**config.mk**
```make
export PLATFORM = sky130hd
export DESIGN_NAME = fma_nan_resolver
export DESIGN_NICKNAME = d
export VERILOG_FILES = /design/src/rtl/fmanr_pkg.sv /design/src/rtl/fmanr_classify.sv /design/src/rtl/fmanr_pick.sv /design/src/rtl/fma_nan_resolver.sv
export SDC_FILE = /design/constraint.sdc
export NUM_CORES = 1
export LEC_CHECK = 0
export ABC_AREA = 1
export BUFFER_PORTS_ARGS = -buffer_cell sky130_fd_sc_hd__buf_4
export CORE_ASPECT_RATIO = 1.2
export CORE_MARGIN = 4
export CORE_UTILIZATION = 47
export DETAILED_ROUTE_END_ITERATION = 7
export PLACE_DENSITY = 0.86
export SLEW_MARGIN = 20
export SYNTH_ARGS = -nofsm -noshare
export SYNTH_HDL_FRONTEND = slang
export SYNTH_HIERARCHICAL = 1
export SYNTH_SLANG_ARGS = --single-unit
```
**constraint.sdc**
```tcl
create_clock -name clk -period 3.2 [get_ports clk]
set_clock_uncertainty 0.05 [all_clocks]
set_input_delay 0.32 -clock clk [delete_from_list [all_inputs] [get_ports clk]]
set_output_delay 0.32 -clock clk [all_outputs]
set_load 0.01 [all_outputs]
```
**src/rtl/fmanr_pkg.sv**
```systemverilog
package fmanr_pkg;

    localparam int EXP_W  = 8;
    localparam int FRAC_W = 23;
    localparam int WORD_W = 1 + EXP_W + FRAC_W;
    localparam int NUM_OPS = 3;
    localparam int QBIT   = FRAC_W - 1;

    localparam logic [WORD_W-1:0] DNAN_LEGACY = 32'h7FBF_FFFF;
    localparam logic [WORD_W-1:0] DNAN_2008   = 32'h7FC0_0000;

    typedef enum logic [1:0] {
        SRC_NONE = 2'd0,
        SRC_A    = 2'd1,
        SRC_B    = 2'd2,
        SRC_C    = 2'd3
    } src_e;

    typedef struct packed {
        logic is_nan;
        logic is_snan;
        logic is_inf;
        logic is_zero;
    } op_class_t;

endpackage

```
**src/rtl/fmanr_classify.sv**
```systemverilog
module fmanr_classify
    import fmanr_pkg::*;
(
    input  logic [WORD_W-1:0] operand,
    input  logic              mode_2008,
    output op_class_t         cls
);
    logic [EXP_W-1:0]  exp_f;
    logic [FRAC_W-1:0] frac_f;
    logic              exp_ones;
    logic              exp_zero;
    logic              frac_zero;

    assign exp_f     = operand[WORD_W-2 -: EXP_W];
    assign frac_f    = operand[FRAC_W-1:0];
    assign exp_ones  = &exp_f;
    assign exp_zero  = ~|exp_f;
    assign frac_zero = ~|frac_f;

    always_comb begin
        cls.is_nan  = exp_ones & ~frac_zero;
        // legacy: quiet bit set means signalling; 2008: clear means signalling
        cls.is_snan = cls.is_nan & (frac_f[QBIT] ^ mode_2008);
        cls.is_inf  = exp_ones & frac_zero;
        cls.is_zero = exp_zero & frac_zero;
    end
endmodule

```
**src/rtl/fmanr_pick.sv**
```systemverilog
module fmanr_pick
    import fmanr_pkg::*;
(
    input  logic [NUM_OPS-1:0] nan_vec,
    input  logic [NUM_OPS-1:0] snan_vec,
    input  logic               mode_2008,
    output logic [1:0]         winner
);
    // ranking tables: index of operand checked at each step
    localparam logic [1:0] ORD_LEG [NUM_OPS] = '{2'd0, 2'd1, 2'd2};
    localparam logic [1:0] ORD_NEW [NUM_OPS] = '{2'd2, 2'd0, 2'd1};

    logic       found_s;
    logic       found_q;
    logic [1:0] pick_s;
    logic [1:0] pick_q;

    always_comb begin
        found_s = 1'b0;
        found_q = 1'b0;
        pick_s  = 2'd0;
        pick_q  = 2'd0;
        for (int k = 0; k < NUM_OPS; k++) begin
            logic [1:0] idx;
            idx = mode_2008 ? ORD_NEW[k] : ORD_LEG[k];
            if (!found_s && snan_vec[idx]) begin
                found_s = 1'b1;
                pick_s  = idx;
            end
            if (!found_q && nan_vec[idx]) begin
                found_q = 1'b1;
                pick_q  = idx;
            end
        end
        unique case ({found_s, found_q})
            2'b11, 2'b10: winner = 2'd1 + pick_s;
            2'b01:        winner = 2'd1 + pick_q;
            default:      winner = 2'd0;
        endcase
    end
endmodule

```
**src/rtl/fma_nan_resolver.sv**
```systemverilog
module fma_nan_resolver
    import fmanr_pkg::*;
(
    input  logic              clk,
    input  logic              rst_n,
    input  logic              mode_2008,
    input  logic [31:0]       op_a,
    input  logic [31:0]       op_b,
    input  logic [31:0]       op_c,
    output logic              nan_override,
    output logic              invalid_op,
    output logic [1:0]        nan_src,
    output logic [31:0]       result
);
    logic [WORD_W-1:0]  ops [NUM_OPS];
    op_class_t          cls [NUM_OPS];
    logic [NUM_OPS-1:0] nan_vec;
    logic [NUM_OPS-1:0] snan_vec;
    logic [1:0]         winner;
    logic               inf_zero;
    logic [WORD_W-1:0]  dnan;
    logic [WORD_W-1:0]  chosen;

    logic               ovr_d;
    logic               inv_d;
    logic [1:0]         src_d;
    logic [WORD_W-1:0]  res_d;

    assign ops[0] = op_a;
    assign ops[1] = op_b;
    assign ops[2] = op_c;

    for (genvar i = 0; i < NUM_OPS; i++) begin : g_cls
        fmanr_classify u_cls (
            .operand   (ops[i]),
            .mode_2008 (mode_2008),
            .cls       (cls[i])
        );
        assign nan_vec[i]  = cls[i].is_nan;
        assign snan_vec[i] = cls[i].is_snan;
    end

    fmanr_pick u_pick (
        .nan_vec   (nan_vec),
        .snan_vec  (snan_vec),
        .mode_2008 (mode_2008),
        .winner    (winner)
    );

    assign inf_zero = (cls[0].is_inf & cls[1].is_zero) |
                      (cls[0].is_zero & cls[1].is_inf);
    assign dnan     = mode_2008 ? DNAN_2008 : DNAN_LEGACY;

    always_comb begin
        unique case (winner)
            2'd1:    chosen = op_a;
            2'd2:    chosen = op_b;
            default: chosen = op_c;
        endcase
    end

    always_comb begin
        ovr_d = 1'b0;
        inv_d = 1'b0;
        src_d = SRC_NONE;
        res_d = '0;
        if (inf_zero) begin
            ovr_d = 1'b1;
            inv_d = 1'b1;
            if (nan_vec[2]) begin
                src_d = SRC_C;
                res_d = mode_2008 ? (op_c | (WORD_W'(1) << QBIT)) : dnan;
            end else begin
                res_d = dnan;
            end
        end else if (|nan_vec) begin
            ovr_d = 1'b1;
            inv_d = |snan_vec;
            src_d = winner;
            res_d = mode_2008 ? (chosen | (WORD_W'(1) << QBIT)) : dnan;
        end
    end

    always_ff @(posedge clk) begin
        if (!rst_n) begin
            nan_override <= 1'b0;
            invalid_op   <= 1'b0;
            nan_src      <= SRC_NONE;
            result       <= '0;
        end else begin
            nan_override <= ovr_d;
            invalid_op   <= inv_d;
            nan_src      <= src_d;
            result       <= res_d;
        end
    end
endmodule

```
==> impl_metrics.tcl <==
set metrics [dict create \
    setup_tns_ns 0 \
    startpoint_type "input pin" \
    cp_data_required_time_ns 3.38 \
    worstSetupPathType "in2reg" \
    die_area_sq_um 7170 \
    max_stage_delay_ns 0.38 \
    start_util_pct 48.7 \
    antenna_cells 0 \
    io_buffers 134 \
    crit_chain "buf_4 > nor2_1 > nand2_1 > nor2_1 > nand3_1 > nand2_1 > inv_1 > nor2_2 > nand2_2 > nand3_1 > nand2_1 > nor2_1 > inv_1 > ha_1 > inv_8 > nand3_4 > buf_12 > nor2_1 > nor2_1 > a21oi_2" \
    max_freq_mhz 350 \
    p_leak_nw 1.85 \
    grt_max_degree 32 \
    worst_slack_ns 0.345 \
    clockBufferDepth 2 \
    area_growth_pct 40.8 \
    grt_use_total_pct 25.1 \
    synth.avg_cell_area_sq_um 5.87 \
    grt_pass1_vias 3252 \
    power_density_nw_per_um2 258 \
    critPathArrivalTime_ns 3.03 \
    finalSetupViolCount 0 \
    cts_sinks 36 \
    cts_hold_buf 0 \
    htreeDepth 2 \
    num_rows 30 \
    die_x_um 77.9 \
    wl_per_cell_um 13.3 \
    drtIter0Drc 185 \
    rsz0062_at_grt "false" \
    critPathMaxFanout 21 \
    period_needed_ns 2.86 \
    slew_violations 0 \
    cp_slowest_cell "ha_1" \
    yosys_warnings 6 \
    dp_worst_setup_slack_ns 0.0554 \
    cp_common_cell "nor2_1" \
    utilization_pct 68.5 \
    hpwlAfterDp_um 7310 \
    period_share_pct 89.2 \
    ant_nets 0 \
    clk_pin_slew_ns 0.07 \
    finalPower_mw 1.00 \
    cts_setup_buffers 0 \
    vias 3405 \
    die_h_um 91.9 \
    cts_resized 0 \
    hold_class "in2reg" \
    clock-root-buffer "clkbuf_8" \
    drtPass1Iterations 6 \
    syn_nets 571 \
    end_kind "flip-flop" \
    synth_area_sq_um 2760 \
    grt_pass1_wl_um 14600 \
    worst_slew_pin_slew_ns 0.944 \
    antenna_found_initial 0 \
    fin_hold_ws_ns 0.270 \
    hold_viol_final 0 \
    ios 135 \
    drv_cap 0 \
    netlist_instances 470 \
    status "completed" \
    drive_gt1_share_pct 31.8 \
    nNetsFinal 700 \
    wirelength_um 9010 \
    relSlewSlack_pct 37.0 \
    drcViolationCount 0 \
    num-fill-cells 524 \
    cts_made_buffers 5 \
    grt_overflow 0 \
    routabilityCongestion 0.913 \
    coreArea_sq_um 5670 \
    vias_per_cell 5.01 \
    cts_tree "yes" \
    irDropWorstVdd_v 0.000156 \
]
-- final cells by class --
cell class / instances / area, sq um / area share (%)
Multi-Input combinational cell: 371 / 1720 / 44.3
Timing Repair Buffer: 142 / 1080 / 27.8
Sequential cell: 36 / 721 / 18.6
Inverter: 43 / 169 / 4.35
Tap cell: 80 / 100 / 2.58
Clock buffer: 7 / 86.3 / 2.22
Clock inverter: 1 / 7.51 / 0.193
-- worst max-delay path, delay by kind of cell --
| kind | cells | cell delay [ns] |
|---|---|---|
| AOI/OAI and AO/OA | 1 | 0.15 |
| adders and majority gates | 1 | 0.38 |
| buffers and inverters | 5 | 0.63 |
| and+or+nand+nor | 13 | 1.54 |
-- registers in the layout (all words and copies together) (netlist names) --
name / count
invalid_op: 1
nan_override: 1
nan_src: 2
result: 32
-- per-layer routing --
metal | wire length (um) | part of all wire [%] | global-route usage [%]
met5 | 0 | 0 | 0
met4 | 221 | 2.5 | 9.62
met3 | 789 | 8.8 | 5.11
met2 | 4510 | 50 | 45.4
met1 | 3490 | 39 | 28.5
-- placed cells by master (no fill, tap or decap), types with 7 or more instances in the layout --
cell type / instances
nand2_1: 160
buf_4: 141
nor2_1: 92
inv_1: 41
dfxtp_1: 36
nand3_1: 27
a21oi_1: 23
a21oi_2: 18
nor2_2: 12
o21ai_0: 10
nand4_1: 7
-- through the flow --
stage	std cells	instance area, sq um
floorplan	470	2760
global placement	672	3790
detailed placement	672	3790
CTS	680	3880
global route	680	3880
finish	680	3880
-- power breakdown --
group | total (mW) | internal (mW) | switching (mW)
Clock | 0.341 | 0.175 | 0.166
Sequential | 0.450 | 0.449 | 0.000522
Combinational | 0.213 | 0.112 | 0.101
-- worst paths after layout --
| check | startpoint | endpoint | cells past startpoint |
|---|---|---|---|
| setup / recovery | op_b[11] | result[11] | 20 |
| hold / removal | op_c[16] | result[16] | 3 |
Power figures use the tool's default switching activity.
